`src/rtl/seg_addr_pkg.sv`:
```
// Package: shared encodings for the segmented address generator.
// Assumes: segment codes match the seg_o port encoding.
package seg_addr_pkg;

    typedef enum logic [2:0] {
        ACC_FETCH   = 3'd0,
        ACC_DATA    = 3'd1,
        ACC_PUSH    = 3'd2,
        ACC_STR_SRC = 3'd3,
        ACC_STR_DST = 3'd4
    } acc_e;

    typedef enum logic [1:0] {
        SEG_ES = 2'd0,
        SEG_CS = 2'd1,
        SEG_SS = 2'd2,
        SEG_DS = 2'd3
    } seg_e;

    typedef enum logic [1:0] {
        RS_BX = 2'd0,
        RS_BP = 2'd1,
        RS_SI = 2'd2,
        RS_DI = 2'd3
    } rsel_e;

    localparam logic [1:0] MODE_DIRECT   = 2'd0;
    localparam logic [1:0] MODE_INDIRECT = 2'd1;

endpackage

```
`src/rtl/seg_ea_calc.sv`:
```
// Module: seg_ea_calc
// Forms the effective address for one access and reports whether BP
// took part as the base (used by the segment chooser).
// Assumes: inputs are stable while sampled; sums wrap at OFS_W bits.
module seg_ea_calc
    import seg_addr_pkg::*;
#(
    parameter int OFS_W       = 16,
    parameter int DISP_S_W    = 8,
    parameter int PUSH_BYTES  = 2
) (
    input  acc_e             acc,
    input  logic [1:0]       mode,
    input  rsel_e            rsel,
    input  logic             base_bp,
    input  logic             idx_di,
    input  logic             disp_wide,
    input  logic [OFS_W-1:0] disp,
    input  logic [OFS_W-1:0] bx,
    input  logic [OFS_W-1:0] bp,
    input  logic [OFS_W-1:0] si,
    input  logic [OFS_W-1:0] di,
    input  logic [OFS_W-1:0] sp,
    input  logic [OFS_W-1:0] ip,
    output logic [OFS_W-1:0] ea,
    output logic             uses_bp
);

    localparam int EXT_W = OFS_W - DISP_S_W;
    localparam logic [OFS_W-1:0] PUSH_DEC = OFS_W'(PUSH_BYTES);

    logic [OFS_W-1:0] disp_ext;
    logic [OFS_W-1:0] base_val;
    logic [OFS_W-1:0] idx_val;
    logic [OFS_W-1:0] ind_val;

    // Purpose: widen the short displacement by sign extension.
    always_comb begin
        if (disp_wide) disp_ext = disp;
        else           disp_ext = {{EXT_W{disp[DISP_S_W-1]}}, disp[DISP_S_W-1:0]};
    end

    // Purpose: pick base, index and single indirect register.
    always_comb begin
        base_val = base_bp ? bp : bx;
        idx_val  = idx_di  ? di : si;
        case (rsel)
            RS_BX:   ind_val = bx;
            RS_BP:   ind_val = bp;
            RS_SI:   ind_val = si;
            default: ind_val = di;
        endcase
    end

    // Purpose: choose the offset source by access type and mode.
    always_comb begin
        uses_bp = 1'b0;
        case (acc)
            ACC_FETCH:   ea = ip;
            ACC_PUSH:    ea = sp - PUSH_DEC;
            ACC_STR_SRC: ea = si;
            ACC_STR_DST: ea = di;
            default: begin
                if (mode == MODE_DIRECT) begin
                    ea = disp_ext;
                end else if (mode == MODE_INDIRECT) begin
                    ea      = ind_val;
                    uses_bp = (rsel == RS_BP);
                end else begin
                    ea      = base_val + idx_val + disp_ext;
                    uses_bp = base_bp;
                end
            end
        endcase
    end

endmodule

```
`src/rtl/seg_select.sv`:
```
// Module: seg_select
// Chooses the segment for an access: a fixed segment for fetch, push and
// string destination; the stack or data segment for operands, by base
// register; an override replaces it for data and string-source accesses.
// Assumes: segment code encoding from seg_addr_pkg.
module seg_select
    import seg_addr_pkg::*;
#(
    parameter int SEG_W = 16,
    parameter int N_SEG = 4
) (
    input  acc_e             acc,
    input  logic             uses_bp,
    input  logic             ovr_en,
    input  seg_e             ovr_seg,
    input  logic [SEG_W-1:0] seg_vals [N_SEG],
    output seg_e             seg_sel,
    output logic [SEG_W-1:0] seg_val
);

    seg_e dflt;
    logic ovr_ok;

    // Purpose: default segment from access type and base register.
    always_comb begin
        ovr_ok = 1'b0;
        case (acc)
            ACC_FETCH:   dflt = SEG_CS;
            ACC_PUSH:    dflt = SEG_SS;
            ACC_STR_DST: dflt = SEG_ES;
            ACC_STR_SRC: begin
                dflt   = SEG_DS;
                ovr_ok = 1'b1;
            end
            default: begin
                dflt   = uses_bp ? SEG_SS : SEG_DS;
                ovr_ok = 1'b1;
            end
        endcase
    end

    // Purpose: apply the override where permitted and fetch the value.
    always_comb begin
        seg_sel = (ovr_ok && ovr_en) ? ovr_seg : dflt;
        seg_val = seg_vals[seg_sel];
    end

endmodule

```
`src/rtl/seg_pa_adder.sv`:
```
// Module: seg_pa_adder
// Shifts the segment value left by SHIFT bits and adds the offset.
// Assumes: result wraps at PA_W bits.
module seg_pa_adder #(
    parameter int SEG_W = 16,
    parameter int OFS_W = 16,
    parameter int SHIFT = 4,
    parameter int PA_W  = SEG_W + SHIFT
) (
    input  logic [SEG_W-1:0] seg_val,
    input  logic [OFS_W-1:0] ofs,
    output logic [PA_W-1:0]  pa
);

    // Purpose: segment*2^SHIFT + offset, modulo 2^PA_W.
    always_comb begin
        pa = PA_W'({seg_val, {SHIFT{1'b0}}}) + PA_W'(ofs);
    end

endmodule

```
`src/rtl/seg_addr_gen.sv`:
```
// Module: seg_addr_gen (top)
// Registers the effective address, segment code and physical address one
// clock after a request; outputs hold while no request is present.
// Assumes: all inputs valid when req_i is high; acc_i within 0..4.
module seg_addr_gen
    import seg_addr_pkg::*;
#(
    parameter int OFS_W    = 16,
    parameter int SEG_W    = 16,
    parameter int SHIFT    = 4,
    parameter int DISP_S_W = 8
) (
    input  logic                   clk,
    input  logic                   rst_n,
    input  logic                   req_i,
    input  logic [2:0]             acc_i,
    input  logic [1:0]             mode_i,
    input  logic [1:0]             rsel_i,
    input  logic                   base_bp_i,
    input  logic                   idx_di_i,
    input  logic                   disp_wide_i,
    input  logic [OFS_W-1:0]       disp_i,
    input  logic                   ovr_en_i,
    input  logic [1:0]             ovr_seg_i,
    input  logic [SEG_W-1:0]       es_i,
    input  logic [SEG_W-1:0]       cs_i,
    input  logic [SEG_W-1:0]       ss_i,
    input  logic [SEG_W-1:0]       ds_i,
    input  logic [OFS_W-1:0]       bx_i,
    input  logic [OFS_W-1:0]       bp_i,
    input  logic [OFS_W-1:0]       si_i,
    input  logic [OFS_W-1:0]       di_i,
    input  logic [OFS_W-1:0]       sp_i,
    input  logic [OFS_W-1:0]       ip_i,
    output logic                   valid_o,
    output logic [OFS_W-1:0]       ea_o,
    output logic [1:0]             seg_o,
    output logic [SEG_W+SHIFT-1:0] pa_o
);

    localparam int PA_W  = SEG_W + SHIFT;
    localparam int N_SEG = 4;

    acc_e             acc;
    logic [OFS_W-1:0] ea_c;
    logic             uses_bp;
    seg_e             seg_c;
    logic [SEG_W-1:0] seg_val_c;
    logic [PA_W-1:0]  pa_c;
    logic [SEG_W-1:0] seg_vals [N_SEG];

    assign acc = acc_e'(acc_i);

    // Purpose: gather segment values indexed by segment code.
    always_comb begin
        seg_vals[SEG_ES] = es_i;
        seg_vals[SEG_CS] = cs_i;
        seg_vals[SEG_SS] = ss_i;
        seg_vals[SEG_DS] = ds_i;
    end

    seg_ea_calc #(.OFS_W(OFS_W), .DISP_S_W(DISP_S_W), .PUSH_BYTES(2)) u_ea (
        .acc(acc), .mode(mode_i), .rsel(rsel_e'(rsel_i)), .base_bp(base_bp_i),
        .idx_di(idx_di_i), .disp_wide(disp_wide_i), .disp(disp_i),
        .bx(bx_i), .bp(bp_i), .si(si_i), .di(di_i), .sp(sp_i), .ip(ip_i),
        .ea(ea_c), .uses_bp(uses_bp)
    );

    seg_select #(.SEG_W(SEG_W), .N_SEG(N_SEG)) u_seg (
        .acc(acc), .uses_bp(uses_bp), .ovr_en(ovr_en_i),
        .ovr_seg(seg_e'(ovr_seg_i)), .seg_vals(seg_vals),
        .seg_sel(seg_c), .seg_val(seg_val_c)
    );

    seg_pa_adder #(.SEG_W(SEG_W), .OFS_W(OFS_W), .SHIFT(SHIFT), .PA_W(PA_W)) u_pa (
        .seg_val(seg_val_c), .ofs(ea_c), .pa(pa_c)
    );

    // Purpose: output register stage, loaded only on a request.
    always_ff @(posedge clk) begin
        if (!rst_n) begin
            valid_o <= 1'b0;
            ea_o    <= '0;
            seg_o   <= '0;
            pa_o    <= '0;
        end else begin
            valid_o <= req_i;
            if (req_i) begin
                ea_o  <= ea_c;
                seg_o <= seg_c;
                pa_o  <= pa_c;
            end
        end
    end

    AST_VALID_ON_REQ: assert property (@(posedge clk) disable iff (!rst_n)
        req_i |=> valid_o);
    AST_NO_SPURIOUS_VALID: assert property (@(posedge clk) disable iff (!rst_n)
        !req_i |=> !valid_o);
    AST_HOLD_WHEN_IDLE: assert property (@(posedge clk) disable iff (!rst_n)
        !req_i |=> ($stable(ea_o) && $stable(pa_o) && $stable(seg_o)));
    AST_FETCH_CODE_SEG: assert property (@(posedge clk) disable iff (!rst_n)
        (req_i && acc_i == ACC_FETCH) |=> (seg_o == SEG_CS && ea_o == $past(ip_i)));
    AST_PUSH_STACK: assert property (@(posedge clk) disable iff (!rst_n)
        (req_i && acc_i == ACC_PUSH) |=> (seg_o == SEG_SS && ea_o == OFS_W'($past(sp_i) - OFS_W'(2))));
    AST_DST_EXTRA: assert property (@(posedge clk) disable iff (!rst_n)
        (req_i && acc_i == ACC_STR_DST) |=> (seg_o == SEG_ES && ea_o == $past(di_i)));
    AST_BP_STACK_DEFAULT: assert property (@(posedge clk) disable iff (!rst_n)
        (req_i && acc_i == ACC_DATA && !ovr_en_i && mode_i[1] && base_bp_i) |=> (seg_o == SEG_SS));
    AST_OVR_APPLIED: assert property (@(posedge clk) disable iff (!rst_n)
        (req_i && acc_i == ACC_DATA && ovr_en_i) |=> (seg_o == $past(ovr_seg_i)));

endmodule

```
`config.mk`:
```
export PLATFORM = sky130hd
export DESIGN_NAME = seg_addr_gen
export DESIGN_NICKNAME = d
export VERILOG_FILES = /design/src/rtl/seg_addr_pkg.sv /design/src/rtl/seg_ea_calc.sv /design/src/rtl/seg_select.sv /design/src/rtl/seg_pa_adder.sv /design/src/rtl/seg_addr_gen.sv
export SDC_FILE = /design/constraint.sdc
export NUM_CORES = 1
export LEC_CHECK = 0
export BUFFER_PORTS_ARGS = -buffer_cell sky130_fd_sc_hd__buf_2
export CAP_MARGIN = 20
export CORE_MARGIN = 2
export CORE_UTILIZATION = 40
export DETAILED_ROUTE_END_ITERATION = 12
export PLACE_DENSITY = 0.67
export SETUP_SLACK_MARGIN = 0.1
export SLEW_MARGIN = 0
export SYNTH_ARGS = -nofsm -noshare
export SYNTH_HDL_FRONTEND = slang
export SYNTH_HIERARCHICAL = 1
export SYNTH_SLANG_ARGS = --single-unit
```
`constraint.sdc`:
```
create_clock -name clk -period 13.7 [get_ports clk]
set_input_delay 2.74 -clock clk [delete_from_list [all_inputs] [get_ports clk]]
set_output_delay 2.74 -clock clk [all_outputs]
set_load 0.05 [all_outputs]
```
==> metrics <==
compound-gate portion of the synthesized area=0.184; reg-to-reg endpoint=ea_o[14]; Synth Area in Simple Gates=0.167; CTS tree=built; number of global-route vias before repair=5872; most common cell in the synthesized netlist=mux2i_1; largest net degree at the start of global routing=40; WP buf/inv=2; CP endpoint kind=flop; clk slew on worst S/H paths=60 ps; outcome=finished, final reports clean; max-cap viol count=0; Final ANT Viol Nets=0; final hold violations=0; # setup viols final=0; Total Power=0.771 mW; row cnt=44; RSZ-0062 raised after global routing=false; startpoint types=input pin; FF-to-FF path depth=2; XOR/XNOR Fraction of Synth Area=0.0499; post-cts sizing count=0; Area contributors post-synth=mux2i_1, dfxtp_1, fa_1; adder-cell share of the synthesized area=0.114; met1 usage=0.312; worst-margin pin slew=678 ps; Fill cells=1450; Rel. slew slack=0.547; list of most frequent post-synthesis cells=mux2i_1, a21oi_1, nand2_1; reg-to-reg slack, setup=13070 ps; initial antenna violation count=0; routing usage on met2=0.388; final instance area=7230 sq um; postcts setup bufs=0; YS warnings=6; Critical Path AT=7640 ps; reg2reg start=ea_o[14]; FFs w/ async S/R, synth=0; DR vias=5994; main combinational cell family by area after synthesis=multiplexers; power density over the cells=107 nW/um^2; syn avg cell area=8.61 sq um; CP delay by family, top=compound AO/OA/AOI/OAI gates; mux cell area share after synthesis=0.287; Top Ports=231; Final HPWL DP=15300 um; DIE HEIGHT=126 um; Worst Path Class, Setup=input pin to flop; critical path's slowest cell=fa_1; fraction of layout cells with a size suffix above 1=0.319; CTS Hold Buffers Added=0; Synth cell types=70; final core occ=0.495; I/O Buffers=230; GPL Wtd Cong=0.917; DR vias/cell=5.61; Layout area overhead=21.0%; starting density of the core=0.409; DRC Markers=0; M3 GR Usage=0.0365; CP Capture Point=pa_o[19]; CP Cell Sequence=buf_2, mux2_2, fa_1, ha_1, inv_1, fa_1, nand2b_1, a21oi_1, a211oi_2, o21bai_1, nand3_1, o311ai_1, ha_1, a21o_1, o21ai_0, a2111oi_0, or4_1, mux2i_1, nor2b_1; Max stage delay on crit path=510 ps; final setup TNS=0 ps; LEAKAGE=3.48 nW; CTS sink count=39; worst hold path depth=2; Synth top area share=0.179; Top FF cell, synth=dfxtp_1; Core Area=14600 sq um; Final Instance Count excl. Fillers=1069; Nets=1120; Placed Area=7070 sq um; min Tclk post-route=7460 ps; CP max FO=17; initial DRC count=378; Worst Setup SP=base_bp_i; number of synthesized flops with an enable pin=0; Cells after DPL=1061; Total Wirelength=18700 um; Root Buffer=clkbuf_16; antenna cell count=0; Critical Path RT=13880 ps; Achievable Freq=134 MHz; hold crit path type=flop to flop; WP depth=19; Max VDD drop=0.0676 mV; CTS Buffer Depth=2; #FFs+latches synth=39; first-pass GRT wire length=30200 um; Synth area leader=mux2i_1; Clock Latency Late Sink=280 ps; Tcrit/Tclk final=0.545; TritonRoute pass-1 iters=6; clock skew=0 ps; GRT Overall Usage=0.232; Synth Cell Area=5970 sq um; WL per Instance=17.5 um; die width=126 um; TritonCTS Buffers=5; full die area=15900 sq um; GRT busiest layer=met2; H-tree depth reported by CTS=2; Overflow after GRT=0; fin. max-slew vios=0; Post-Syn Nets=930; sequential share of the synthesized area=0.131; Cells after Synth=694
-- stage by stage --
step | worst slack [ps] | hold WS (ps)
2_1_floorplan | 6450 | 743
3_3_place_gp | 6140 | 491
3_5_place_dp | 6030 | 499
4_1_cts | 6300 | 517
5_1_grt | 5890 | 539
6_report | 6240 | 507
-- worst register-to-register path: cells and delay by family (launching register included) --
family | cells | cell delay [ps]
flip-flops | 1 | 370
multiplexers | 1 | 90
AND/OR/NAND/NOR | 1 | 120
-- cell type report --
type,count,area [sq um],area share
multi-input combinational,581,4800,0.664
sequential,39,781,0.108
inverter,24,90.1,0.0125
tap,184,230,0.0319
timing repair buffer,233,1170,0.162
clock buffer,8,156,0.0216
-- per-layer routing --
metal / routed length (um) / part of all wire
met5: 0 / 0
met2: 8950 / 0.48
met1: 8350 / 0.45
met4: 302 / 0.016
met3: 1090 / 0.058
-- worst min path at each step --
stage	from	endpoint	slack, ps
after global routing	pa_o[15]	pa_o[15]	540
final	pa_o[15]	pa_o[15]	510
after global placement	seg_o[0]	seg_o[0]	490
after floorplan	ea_o[13]	ea_o[13]	740
after CTS	pa_o[15]	pa_o[15]	520
after detailed placement	pa_o[16]	pa_o[16]	500
-- report_power, final --
part | switching, mW | internal [mW]
clock network | 0.0462 | 0.0776
registers | 0.0100 | 0.133
logic | 0.306 | 0.198
-- cell usage in the layout, fill, tap and decap left out, types with 6 or more instances in the layout --
master / instances
mux4_1: 8
o21ai_0: 30
nor3_1: 6
mux2_2: 21
mux4_2: 8
nor2b_1: 43
dfxtp_1: 39
o22ai_1: 10
nor2_1: 36
nand2b_1: 10
inv_1: 23
mux2i_1: 107
a31oi_1: 6
nand2_1: 50
buf_2: 230
a211oi_1: 10
xnor2_1: 23
fa_1: 17
ha_1: 27
a21oi_1: 60
nand3_1: 10
xor2_1: 11
a21o_1: 14
-- registers in the layout, summed over array words and instances, names as in the netlist --
register,cells
valid_o,1
pa_o,20
ea_o,16
seg_o,2
-- cell families (layout without fill, tap and decap cells) --
group,after synthesis,in the layout
and+or+nand+nor,186,186
AOI/OAI and AO/OA,172,172
muxes,145,145
buffers and inverters,74,265
adders and majority gates,44,44
DFF,39,39
xor gates and xnor gates,34,34
Note: power is estimated with default switching activity, not from simulation.
